==> src/rtl/sq_pkg.sv <==
package sq_pkg;
  typedef enum logic [1:0] {
    RGN_TX   = 2'd0,
    RGN_RX   = 2'd1,
    RGN_CSR  = 2'd2,
    RGN_NONE = 2'd3
  } sq_region_e;

  localparam int CSR_CTRL = 0;
  localparam int CSR_QPTR = 1;
  localparam int CSR_STAT = 2;

  localparam int CTL_EN         = 0;
  localparam int CTL_MASTER     = 1;
  localparam int CTL_WRAP       = 2;
  localparam int CTL_WRAP_START = 3;
  localparam int CTL_IRQ        = 4;
  localparam int CTL_BITS_LSB   = 8;
  localparam int QP_END_LSB     = 8;
  localparam int STAT_DONE      = 0;
  localparam int STAT_HALT      = 1;
  localparam int STAT_PTR_LSB   = 8;
endpackage

==> src/rtl/sq_sync.sv <==
module sq_sync #(
  parameter int           W       = 1,
  parameter logic [W-1:0] RST_VAL = '0
) (
  input  logic         clk,
  input  logic         rst_n,
  input  logic [W-1:0] d_in,
  output logic [W-1:0] d_sync,
  output logic [W-1:0] d_prev
);
  logic [W-1:0] st1, st2, st3;

  always_ff @(posedge clk or negedge rst_n) begin
    if (!rst_n) begin
      st1 <= RST_VAL;
      st2 <= RST_VAL;
      st3 <= RST_VAL;
    end else begin
      st1 <= d_in;
      st2 <= st1;
      st3 <= st2;
    end
  end

  assign d_sync = st2;
  assign d_prev = st3;
endmodule

==> src/rtl/sq_host_regs.sv <==
module sq_host_regs
  import sq_pkg::*;
#(
  parameter int DATA_W  = 16,
  parameter int DEPTH   = 16,
  parameter int PTR_W   = 4,
  parameter int CODE_W  = 4,
  parameter int HADDR_W = 6
) (
  input  logic               clk,
  input  logic               rst_n,
  input  logic               host_wr,
  input  logic [HADDR_W-1:0] host_addr,
  input  logic [DATA_W-1:0]  host_wdata,
  output logic [DATA_W-1:0]  host_rdata,
  input  logic [PTR_W-1:0]   tx_raddr,
  output logic [DATA_W-1:0]  tx_rdata,
  input  logic               rx_we,
  input  logic [PTR_W-1:0]   rx_waddr,
  input  logic [DATA_W-1:0]  rx_wdata,
  input  logic               q_done,
  input  logic               q_halted,
  input  logic [PTR_W-1:0]   q_ptr,
  output logic               cfg_en,
  output logic               cfg_master,
  output logic               cfg_wrap,
  output logic               cfg_wrap_start,
  output logic               cfg_irq_en,
  output logic [CODE_W-1:0]  cfg_bits,
  output logic [PTR_W-1:0]   cfg_start,
  output logic [PTR_W-1:0]   cfg_end,
  output logic               flag_clr
);
  logic [DATA_W-1:0] tx_mem [DEPTH];
  logic [DATA_W-1:0] rx_mem [DEPTH];
  logic [DATA_W-1:0] ctrl_q, qptr_q, stat_w;
  sq_region_e        region;
  logic [PTR_W-1:0]  idx;
  logic              csr_hit_ctrl, csr_hit_qptr, csr_hit_stat;

  assign region = sq_region_e'(host_addr[HADDR_W-1 -: 2]);
  assign idx    = host_addr[PTR_W-1:0];

  assign csr_hit_ctrl = (region == RGN_CSR) && (idx == PTR_W'(CSR_CTRL));
  assign csr_hit_qptr = (region == RGN_CSR) && (idx == PTR_W'(CSR_QPTR));
  assign csr_hit_stat = (region == RGN_CSR) && (idx == PTR_W'(CSR_STAT));

  assign flag_clr = host_wr && csr_hit_stat && host_wdata[STAT_DONE];

  always_ff @(posedge clk or negedge rst_n) begin
    if (!rst_n) begin
      ctrl_q <= '0;
      qptr_q <= '0;
      for (int i = 0; i < DEPTH; i++) tx_mem[i] <= '0;
    end else if (host_wr) begin
      if (region == RGN_TX) tx_mem[idx] <= host_wdata;
      if (csr_hit_ctrl)     ctrl_q      <= host_wdata;
      if (csr_hit_qptr)     qptr_q      <= host_wdata;
    end
  end

  always_ff @(posedge clk or negedge rst_n) begin
    if (!rst_n) begin
      for (int i = 0; i < DEPTH; i++) rx_mem[i] <= '0;
    end else if (rx_we) begin
      rx_mem[rx_waddr] <= rx_wdata;
    end
  end

  always_comb begin
    stat_w = '0;
    stat_w[STAT_DONE] = q_done;
    stat_w[STAT_HALT] = q_halted;
    stat_w[STAT_PTR_LSB +: PTR_W] = q_ptr;
  end

  always_comb begin
    host_rdata = '0;
    unique case (region)
      RGN_TX:  host_rdata = tx_mem[idx];
      RGN_RX:  host_rdata = rx_mem[idx];
      RGN_CSR: begin
        if (csr_hit_ctrl) host_rdata = ctrl_q;
        if (csr_hit_qptr) host_rdata = qptr_q;
        if (csr_hit_stat) host_rdata = stat_w;
      end
      default: host_rdata = '0;
    endcase
  end

  assign tx_rdata       = tx_mem[tx_raddr];
  assign cfg_en         = ctrl_q[CTL_EN];
  assign cfg_master     = ctrl_q[CTL_MASTER];
  assign cfg_wrap       = ctrl_q[CTL_WRAP];
  assign cfg_wrap_start = ctrl_q[CTL_WRAP_START];
  assign cfg_irq_en     = ctrl_q[CTL_IRQ];
  assign cfg_bits       = ctrl_q[CTL_BITS_LSB +: CODE_W];
  assign cfg_start      = qptr_q[PTR_W-1:0];
  assign cfg_end        = qptr_q[QP_END_LSB +: PTR_W];
endmodule

==> src/rtl/sq_engine.sv <==
module sq_engine #(
  parameter int DATA_W = 16,
  parameter int PTR_W  = 4,
  parameter int CODE_W = 4
) (
  input  logic              clk,
  input  logic              rst_n,
  input  logic              active,
  input  logic              sel,
  input  logic              sck_rise,
  input  logic              sck_fall,
  input  logic              mosi_bit,
  input  logic [CODE_W-1:0] cfg_bits,
  input  logic [PTR_W-1:0]  cfg_start,
  input  logic [PTR_W-1:0]  cfg_end,
  input  logic              cfg_wrap,
  input  logic              cfg_wrap_start,
  input  logic              flag_clr,
  input  logic [DATA_W-1:0] tx_rdata,
  output logic [PTR_W-1:0]  q_ptr,
  output logic              q_done,
  output logic              q_halted,
  output logic              rx_we,
  output logic [DATA_W-1:0] rx_wdata,
  output logic              miso,
  output logic              ev_bit,
  output logic              ev_entry,
  output logic              ev_qend,
  output logic              ev_prefetch
);
  localparam int LEN_W = CODE_W + 1;

  // Entry length: code 0 selects the full word width.
  function automatic logic [LEN_W-1:0] entry_len(input logic [CODE_W-1:0] code);
    if (code == '0) return LEN_W'(DATA_W);
    return {1'b0, code};
  endfunction

  function automatic logic [DATA_W-1:0] entry_mask(input logic [CODE_W-1:0] code);
    logic [DATA_W-1:0] m;
    m = '0;
    for (int i = 0; i < DATA_W; i++)
      if (i < int'(entry_len(code))) m[i] = 1'b1;
    return m;
  endfunction

  function automatic logic [PTR_W-1:0] wrap_dest(input logic to_start,
                                                 input logic [PTR_W-1:0] start);
    return to_start ? start : '0;
  endfunction

  logic              active_q, start_ev, go, pref_q;
  logic [LEN_W-1:0]  cnt, cnt_nx;
  logic              last_bit;
  logic [DATA_W-2:0] rx_sh;
  logic [DATA_W-1:0] rx_full, tx_sh;
  logic [CODE_W-1:0] msb_idx;

  assign start_ev  = active && !active_q;
  assign go        = active && !q_halted && sel;
  assign cnt_nx    = cnt + 1'b1;
  assign last_bit  = (cnt_nx == entry_len(cfg_bits));
  assign rx_full   = {rx_sh, mosi_bit};
  assign msb_idx   = cfg_bits - 1'b1;

  assign ev_bit      = go && sck_rise && !start_ev;
  assign ev_entry    = ev_bit && last_bit;
  assign ev_qend     = ev_entry && (q_ptr == cfg_end);
  assign ev_prefetch = pref_q;

  assign rx_we    = ev_entry;
  assign rx_wdata = rx_full & entry_mask(cfg_bits);
  assign miso     = tx_sh[msb_idx];

  always_ff @(posedge clk or negedge rst_n) begin
    if (!rst_n) begin
      active_q <= 1'b0;
      q_ptr    <= '0;
      cnt      <= '0;
      q_halted <= 1'b0;
      pref_q   <= 1'b0;
      rx_sh    <= '0;
    end else begin
      active_q <= active;
      pref_q   <= 1'b0;
      if (start_ev) begin
        q_ptr    <= cfg_start;
        cnt      <= '0;
        q_halted <= 1'b0;
        pref_q   <= 1'b1;
      end else if (ev_bit) begin
        rx_sh <= rx_full[DATA_W-2:0];
        if (last_bit) begin
          cnt    <= '0;
          pref_q <= 1'b1;
          if (ev_qend) begin
            if (cfg_wrap) q_ptr    <= wrap_dest(cfg_wrap_start, cfg_start);
            else          q_halted <= 1'b1;
          end else begin
            q_ptr <= q_ptr + 1'b1;
          end
        end else begin
          cnt <= cnt_nx;
        end
      end
    end
  end

  always_ff @(posedge clk or negedge rst_n) begin
    if (!rst_n) begin
      tx_sh <= '0;
    end else if (pref_q) begin
      tx_sh <= tx_rdata;
    end else if (go && sck_fall && (cnt != '0)) begin
      tx_sh <= {tx_sh[DATA_W-2:0], 1'b0};
    end
  end

  // Set has priority over a simultaneous host clear.
  always_ff @(posedge clk or negedge rst_n) begin
    if (!rst_n)        q_done <= 1'b0;
    else if (ev_qend)  q_done <= 1'b1;
    else if (flag_clr) q_done <= 1'b0;
  end
endmodule

==> src/rtl/spi_queue_slave.sv <==
module spi_queue_slave #(
  parameter int DATA_W = 16,
  parameter int DEPTH  = 16
) (
  input  logic                         clk,
  input  logic                         rst_n,
  input  logic                         host_wr,
  input  logic [$clog2(DEPTH)+1:0]     host_addr,
  input  logic [DATA_W-1:0]            host_wdata,
  output logic [DATA_W-1:0]            host_rdata,
  input  logic                         spi_sck,
  input  logic                         spi_ss_n,
  input  logic                         spi_mosi,
  output logic                         spi_miso,
  output logic                         spi_miso_oe,
  output logic                         irq
);
  localparam int PTR_W   = $clog2(DEPTH);
  localparam int CODE_W  = $clog2(DATA_W);
  localparam int HADDR_W = PTR_W + 2;

  logic [2:0]        pin_sync, pin_prev;
  logic              sck_rise, sck_fall, sel_w, mosi_w, active_w;
  logic              cfg_en, cfg_master, cfg_wrap, cfg_wrap_start, cfg_irq_en;
  logic [CODE_W-1:0] cfg_bits;
  logic [PTR_W-1:0]  cfg_start, cfg_end, q_ptr;
  logic              flag_clr, q_done, q_halted, rx_we;
  logic [DATA_W-1:0] rx_wdata, tx_rdata;
  logic              ev_bit, ev_entry, ev_qend, ev_prefetch;

  // bit 2: sck, bit 1: ss_n (idles high), bit 0: mosi
  sq_sync #(.W(3), .RST_VAL(3'b010)) u_sync (
    .clk    (clk),
    .rst_n  (rst_n),
    .d_in   ({spi_sck, spi_ss_n, spi_mosi}),
    .d_sync (pin_sync),
    .d_prev (pin_prev)
  );

  assign sck_rise = pin_sync[2] && !pin_prev[2];
  assign sck_fall = !pin_sync[2] && pin_prev[2];
  assign sel_w    = !pin_sync[1];
  assign mosi_w   = pin_sync[0];
  assign active_w = cfg_en && !cfg_master;

  sq_host_regs #(
    .DATA_W(DATA_W), .DEPTH(DEPTH), .PTR_W(PTR_W), .CODE_W(CODE_W), .HADDR_W(HADDR_W)
  ) u_regs (
    .clk            (clk),
    .rst_n          (rst_n),
    .host_wr        (host_wr),
    .host_addr      (host_addr),
    .host_wdata     (host_wdata),
    .host_rdata     (host_rdata),
    .tx_raddr       (q_ptr),
    .tx_rdata       (tx_rdata),
    .rx_we          (rx_we),
    .rx_waddr       (q_ptr),
    .rx_wdata       (rx_wdata),
    .q_done         (q_done),
    .q_halted       (q_halted),
    .q_ptr          (q_ptr),
    .cfg_en         (cfg_en),
    .cfg_master     (cfg_master),
    .cfg_wrap       (cfg_wrap),
    .cfg_wrap_start (cfg_wrap_start),
    .cfg_irq_en     (cfg_irq_en),
    .cfg_bits       (cfg_bits),
    .cfg_start      (cfg_start),
    .cfg_end        (cfg_end),
    .flag_clr       (flag_clr)
  );

  sq_engine #(.DATA_W(DATA_W), .PTR_W(PTR_W), .CODE_W(CODE_W)) u_engine (
    .clk            (clk),
    .rst_n          (rst_n),
    .active         (active_w),
    .sel            (sel_w),
    .sck_rise       (sck_rise),
    .sck_fall       (sck_fall),
    .mosi_bit       (mosi_w),
    .cfg_bits       (cfg_bits),
    .cfg_start      (cfg_start),
    .cfg_end        (cfg_end),
    .cfg_wrap       (cfg_wrap),
    .cfg_wrap_start (cfg_wrap_start),
    .flag_clr       (flag_clr),
    .tx_rdata       (tx_rdata),
    .q_ptr          (q_ptr),
    .q_done         (q_done),
    .q_halted       (q_halted),
    .rx_we          (rx_we),
    .rx_wdata       (rx_wdata),
    .miso           (spi_miso),
    .ev_bit         (ev_bit),
    .ev_entry       (ev_entry),
    .ev_qend        (ev_qend),
    .ev_prefetch    (ev_prefetch)
  );

  assign spi_miso_oe = active_w && sel_w;
  assign irq         = q_done && cfg_irq_en;
endmodule

==> config.mk <==
export PLATFORM = sky130hd
export DESIGN_NAME = spi_queue_slave
export DESIGN_NICKNAME = d
export VERILOG_FILES = /design/src/rtl/sq_pkg.sv /design/src/rtl/sq_sync.sv /design/src/rtl/sq_host_regs.sv /design/src/rtl/sq_engine.sv /design/src/rtl/spi_queue_slave.sv
export SDC_FILE = /design/constraint.sdc
export NUM_CORES = 1
export LEC_CHECK = 0
export ABC_AREA = 1
export BUFFER_PORTS_ARGS = -buffer_cell sky130_fd_sc_hd__clkbuf_2
export CORE_MARGIN = 8
export CORE_UTILIZATION = 40
export CTS_BUF_LIST = sky130_fd_sc_hd__clkbuf_8
export DETAILED_ROUTE_END_ITERATION = 6
export PLACE_DENSITY_LB_ADDON = 0.12
export SLEW_MARGIN = 20
export SYNTH_ARGS = -nofsm -noshare
export SYNTH_HDL_FRONTEND = slang
export SYNTH_SLANG_ARGS = --single-unit
==> constraint.sdc <==
create_clock -name clk -period 7.75 [get_ports clk]
set_clock_uncertainty 0.2 [all_clocks]
set_input_delay 0.775 -clock clk [delete_from_list [all_inputs] [get_ports clk]]
set_output_delay 0.775 -clock clk [all_outputs]
set_load 0.05 [all_outputs]
# After elaboration in Yosys (flattened, before gate mapping)
# Cells that the tools add are included.
# classes
eq_ne,8
addsub,3
n_lt_le_gt_ge,21
n_reduce_logical,43
n_bitwise,4
mux,61
# ops
operator,count
bitwise mux 256 bit,2
2-to-1 mux 16 bit,13
binary-select mux 16 bit (select 4 bit),3
demux 16 bit (select 4 bit),2
one-hot mux 16 bit (3 select lines),1
< comparator 4 x 5 -> 1 bit (first input constant),8
2-to-1 mux 1 bit,28
2-to-1 mux 5 bit,5
2-to-1 mux 4 bit,6
logical AND 1 bit,21
< comparator 3 x 5 -> 1 bit (first input constant),4
bitwise AND 16 bit,1
greater-or-equal comparator 5 bit (second input constant),2
< comparator 1 x 5 -> 1 bit (first input constant),2
< comparator 2 x 5 -> 1 bit (first input constant),2
< comparator 5 x 1 -> 1 bit (second input constant),2
NOT 4 -> 5 bit,2
nonzero test 2 bit,5
zero test 4 bit,2
AND reduction 2 bit,4
zero test 1 bit,7
adder 5 x 1 -> 5 bit (second input constant),1
== test 5 bit,1
< comparator 4 x 5 -> 1 bit (second input constant),1
15 further kinds,15
# totals
output_inout_bits,19
wordCells,185
in_bits,28
register_bits,597

# Depth between registers and ports, before layout
# logic_depth
depth_word,12
ltp_mapped,15
depth_no_buf,13

# Modules after synthesis
# Synthesis repeated with hierarchy kept, for this count alone.
# unflattened
cells_unflattened,4171
area_unflattened_um2,30584.3
# by_module_without_submodules
module,area_per_inst_um2,cells_each,instances,seq_area_each_um2
sq_host_regs,27541.4,3779,1,13613.1
sq_engine,2767.7,372,1,1101.1
sq_sync,229.0,9,1,229.0
spi_queue_slave,46.3,11,1,0.0

# Worst setup path after synthesis
# Ideal clock, no wire load.
# synth_path
path_type,input to output
from,in host_addr[0]
to,out host_rdata[2]
required_time_ps,6775
path_stages,11
t_arrival_ps,2465
n_path_buf,3
setup_slack_ps,4310
path_cell_list,clkbuf_1 -> inv_1 -> nor2_1 -> clkbuf_1 -> clkbuf_1 -> a22oi_1 -> nand3_1 -> nand2_1 -> nand4_1 -> nand2_1 -> nand3_1
# synth_via
elab_chain_len,6
word_cells_on_any_way,17
classes_between,2 x eq/ne; 10 x mux; 1 x bitwise; 4 x reduce/logical
# synth_lines
item,line,source
"start, declared",spi_queue_slave.sv:8,"input logic [$clog2(DEPTH)+1:0] host_addr,"
"parallel branches: the longest is 5 deep, another holds binary-select mux 16 bit (select 4 bit)",--,
one-hot mux 16 bit (3 select lines) (*),sq_host_regs.sv:79,unique case (region)
"end, declared",spi_queue_slave.sv:10,"output logic [DATA_W-1:0] host_rdata,"
# Every way passes the cells marked *. The select of a mux whose other input is x is not followed.

# Final worst setup path
# layout_path
from,in host_addr[1]
to,out host_rdata[14]
# The elaborated chain is that of the path after synthesis.

==> flow_summary.json <==
{
  "synth.avg_cell_area_um2": 8.210,
  "ant_nets": 0,
  "grt_overflow_total": 0,
  "dpl_worst_slack_ns": 2.545,
  "setup_tns_ns": 0,
  "hold_viol": 0,
  "firstDrtPassIters": 7,
  "synth_flop_cell": "dfrtp_1",
  "synthCells": 3492,
  "clock_sinks": 595,
  "portBuffers": 46,
  "setup_viol_count_final": 0,
  "regToRegSetupSlack_ns": 3.90,
  "wl_met1_mm": 46.01,
  "slew_headroom": 0.2632,
  "rsz0062_at_grt": "no",
  "tightest_slew_ns": 1.103,
  "hold_path.class": "reg2reg",
  "cts_tree": "done",
  "ys_seq_area_frac": 0.5194,
  "critPathMaxFanout": 70,
  "drive_gt1_frac": 0.08472,
  "wl_met3_mm": 9.722,
  "multi_input_area_um2": 12160,
  "yosys_warnings": 0,
  "track_usage": 0.2509,
  "fp.dieArea_um2": 80490,
  "hold_buffers": 4,
  "root_buffer": "clkbuf_8",
  "die_w_um": 283.7,
  "fillers": 7043,
  "clk_latency_ns": 0.71,
  "dp_hpwl_mm": 58.37,
  "yosys.area.top_type": "dfrtp_1",
  "cap_violations": 0,
  "regArea_um2": 14900,
  "grt_pass1_wl_mm": 157.8,
  "synth_area_leaders": "dfrtp_1 (52%), nand2_1 (12%), o21ai_0 (8.4%)",
  "slew_viol_final": 0,
  "die_h_um": 283.7,
  "netlist.area_leader.share": 0.5176,
  "crit_start": "host_addr[1]",
  "cts-resized-gates": 0,
  "clock.fmax_ghz": 0.1882,
  "finalCriticalPeriod_ns": 5.313,
  "cts_buffers": 102,
  "r2r_cells": 7,
  "place.gp.congestion": 0.8595,
  "area_growth_pct": 9.484,
  "synth.most_common_cell": "nand2_1",
  "path_clk_slew_ns": 0.06,
  "synth_edf_count": 0,
  "syn_nets": 3528,
  "grt_pass1_vias": 25280,
  "met2WireLength_mm": 44.52,
  "rr_startpoint": "u_engine.q_ptr[0]$_DFFE_PN0P_",
  "drtIter0Drc": 3383,
  "worstPathArrival_ns": 4.34,
  "core_um2": 71240,
  "vias_per_cell": 5.882,
  "setup_ws_ns": 2.437,
  "setup.worst_path.end": "host_rdata[14]",
  "fp-row-count": 98,
  "powerDensity_nw_per_um2": 256.6,
  "initial_core_util": 0.4024,
  "status": "complete, no violations",
  "start_kind": "input pin",
  "grt_max_degree": 187,
  "post_cts_buffers": 0,
  "syn_area_um2": 28670,
  "critical_path_class": "in2out",
  "cp-end-kind": "output port",
  "ys_top_cells_by_count": "nand2_1 (951), dfrtp_1 (593), o21ai_0 (480), nand3_1 (304), o21ai_1 (265)",
  "ios": 47,
  "route.detailed.drc": 0,
  "fin_crit_sh": 0.6855,
  "wire_per_inst_um": 23.39,
  "ys_ff_latch": 595,
  "vias": 26080,
  "grt_antenna_before_repair": 3,
  "ys_types": 41,
  "wl_mm": 103.7,
  "r2r_end": "u_engine.tx_sh[14]$_DFFE_PN0P_",
  "h-tree-depth": 3,
  "peakVddDrop_uv": 148.6,
  "nNetsFinal": 3442,
  "required_ns": 6.78,
  "cts_buffer_depth": 3,
  "highest_layer": "met4",
  "async_reset_ff_frac": 1.000,
  "p_leak_nw": 14.05
}
==> stage by stage <==
| step | cell area [µm²] | cells | util | total power (W) | hold slack [ns] |
|---|---|---|---|---|---|
| CTS | 31330 | 4430 | 0.4397 | 0.008064 | 0.1364 |
| floorplan | 28670 | 3492 | - | 0.004569 | 0.1312 |
| global placement | 29230 | 4246 | 0.4103 | 0.005128 | 0.1338 |
| detailed placement | 29230 | 4246 | 0.4103 | 0.005164 | 0.1347 |
| global route | 31390 | 4433 | 0.4405 | 0.008414 | 0.1635 |
| finish | 31390 | 4434 | 0.4406 | 0.008053 | 0.1467 |
==> report_power, final <==
part	leakage [nW]	internal, W	switching, W
logic	4.76	0.000454	0.00111
clock network	1.19	0.00156	0.00133
registers	8.10	0.00335	0.000244
total	14.0	0.00537	0.00269
==> worst min-delay path by stage <==
stage,startpoint,end,slack [ns],depth (start not counted)
2_1_floorplan,u_sync.st1[0]$_DFF_PN0_,u_sync.d_sync[0]$_DFF_PN0_,0.13,0
3_3_place_gp,u_sync.st1[0]$_DFF_PN0_,u_sync.d_sync[0]$_DFF_PN0_,0.13,0
3_5_place_dp,u_sync.st1[0]$_DFF_PN0_,u_sync.d_sync[0]$_DFF_PN0_,0.13,0
4_1_cts,host_wdata[0],u_engine.q_done$_DFFE_PN0P_,0.14,4
5_1_grt,u_sync.st1[1]$_DFF_PN1_,u_sync.d_sync[1]$_DFF_PN1_,0.16,0
6_report,u_sync.st1[0]$_DFF_PN0_,u_sync.d_sync[0]$_DFF_PN0_,0.15,0
==> critical path: stages <==
cell and delay [ns]:
buf_4 0.27, buf_4 0.45, nor2_4 0.20, buf_4 0.80
inv_1 0.18, nor3_4 0.74, a22oi_1 0.20, nand3_1 0.32
clkbuf_2 0.35
==> cells in the final DEF, fill, tap and decap left out, drive strengths merged, types with 4 or more instances in the layout <==
cell type	netlist	layout
clkinvlp	0	4
nand2	967	967
clkbuf	204	170
ha	8	8
nor2	172	172
dlygate4sd3	0	4
clkinv	3	11
a22oi	136	136
buf	85	52
xnor2	4	4
o22ai	67	67
a22o	16	16
a221oi	5	5
a21oi	19	19
o21ai	746	746
nand3	306	306
nand4	46	46
inv	84	122
a31oi	16	16
dfrtp	593	593
==> kinds of logic (layout without fill, tap and decap cells) <==
family	count (synthesis)	after routing	share of synthesized area
compound gates	1008	1008	0.1948
xor+xnor	7	7	0.002139
fa+ha+maj	8	8	0.003492
buf+inv	376	366	0.05822
flops	595	595	0.5194
other cells	0	2	0
simple gates	1498	1498	0.2219
==> state kept, by name, indices dropped and copies added, names as in the netlist, 4 cells and up <==
signal and count:
u_regs.rx_mem 256, u_regs.tx_mem 256, u_engine.tx_sh 16, u_regs.ctrl_q 16, u_regs.qptr_q 16, u_engine.rx_sh 15
u_engine.cnt 5, u_engine.q_ptr 4
==> area by class of cell <==
class                           instances  share of cell area
Clock buffer                          127             0.05569
Antenna cell                            2           0.0001595
Tap cell                              950             0.03787
Timing Repair Buffer                   99             0.02408
Inverter                               87             0.01052
Clock inverter                         53            0.009806
Multi-Input combinational cell       2521              0.3873
Sequential cell                       595              0.4746
==> per-layer routing <==
metal	global-route usage	vias to the layer above
li1	-	11740
met1	0.3573	12790
met2	0.3765	1339
met3	0.05035	209
met4	0.09041	0
met5	0	-
Note: power is estimated with default switching activity, not from simulation.
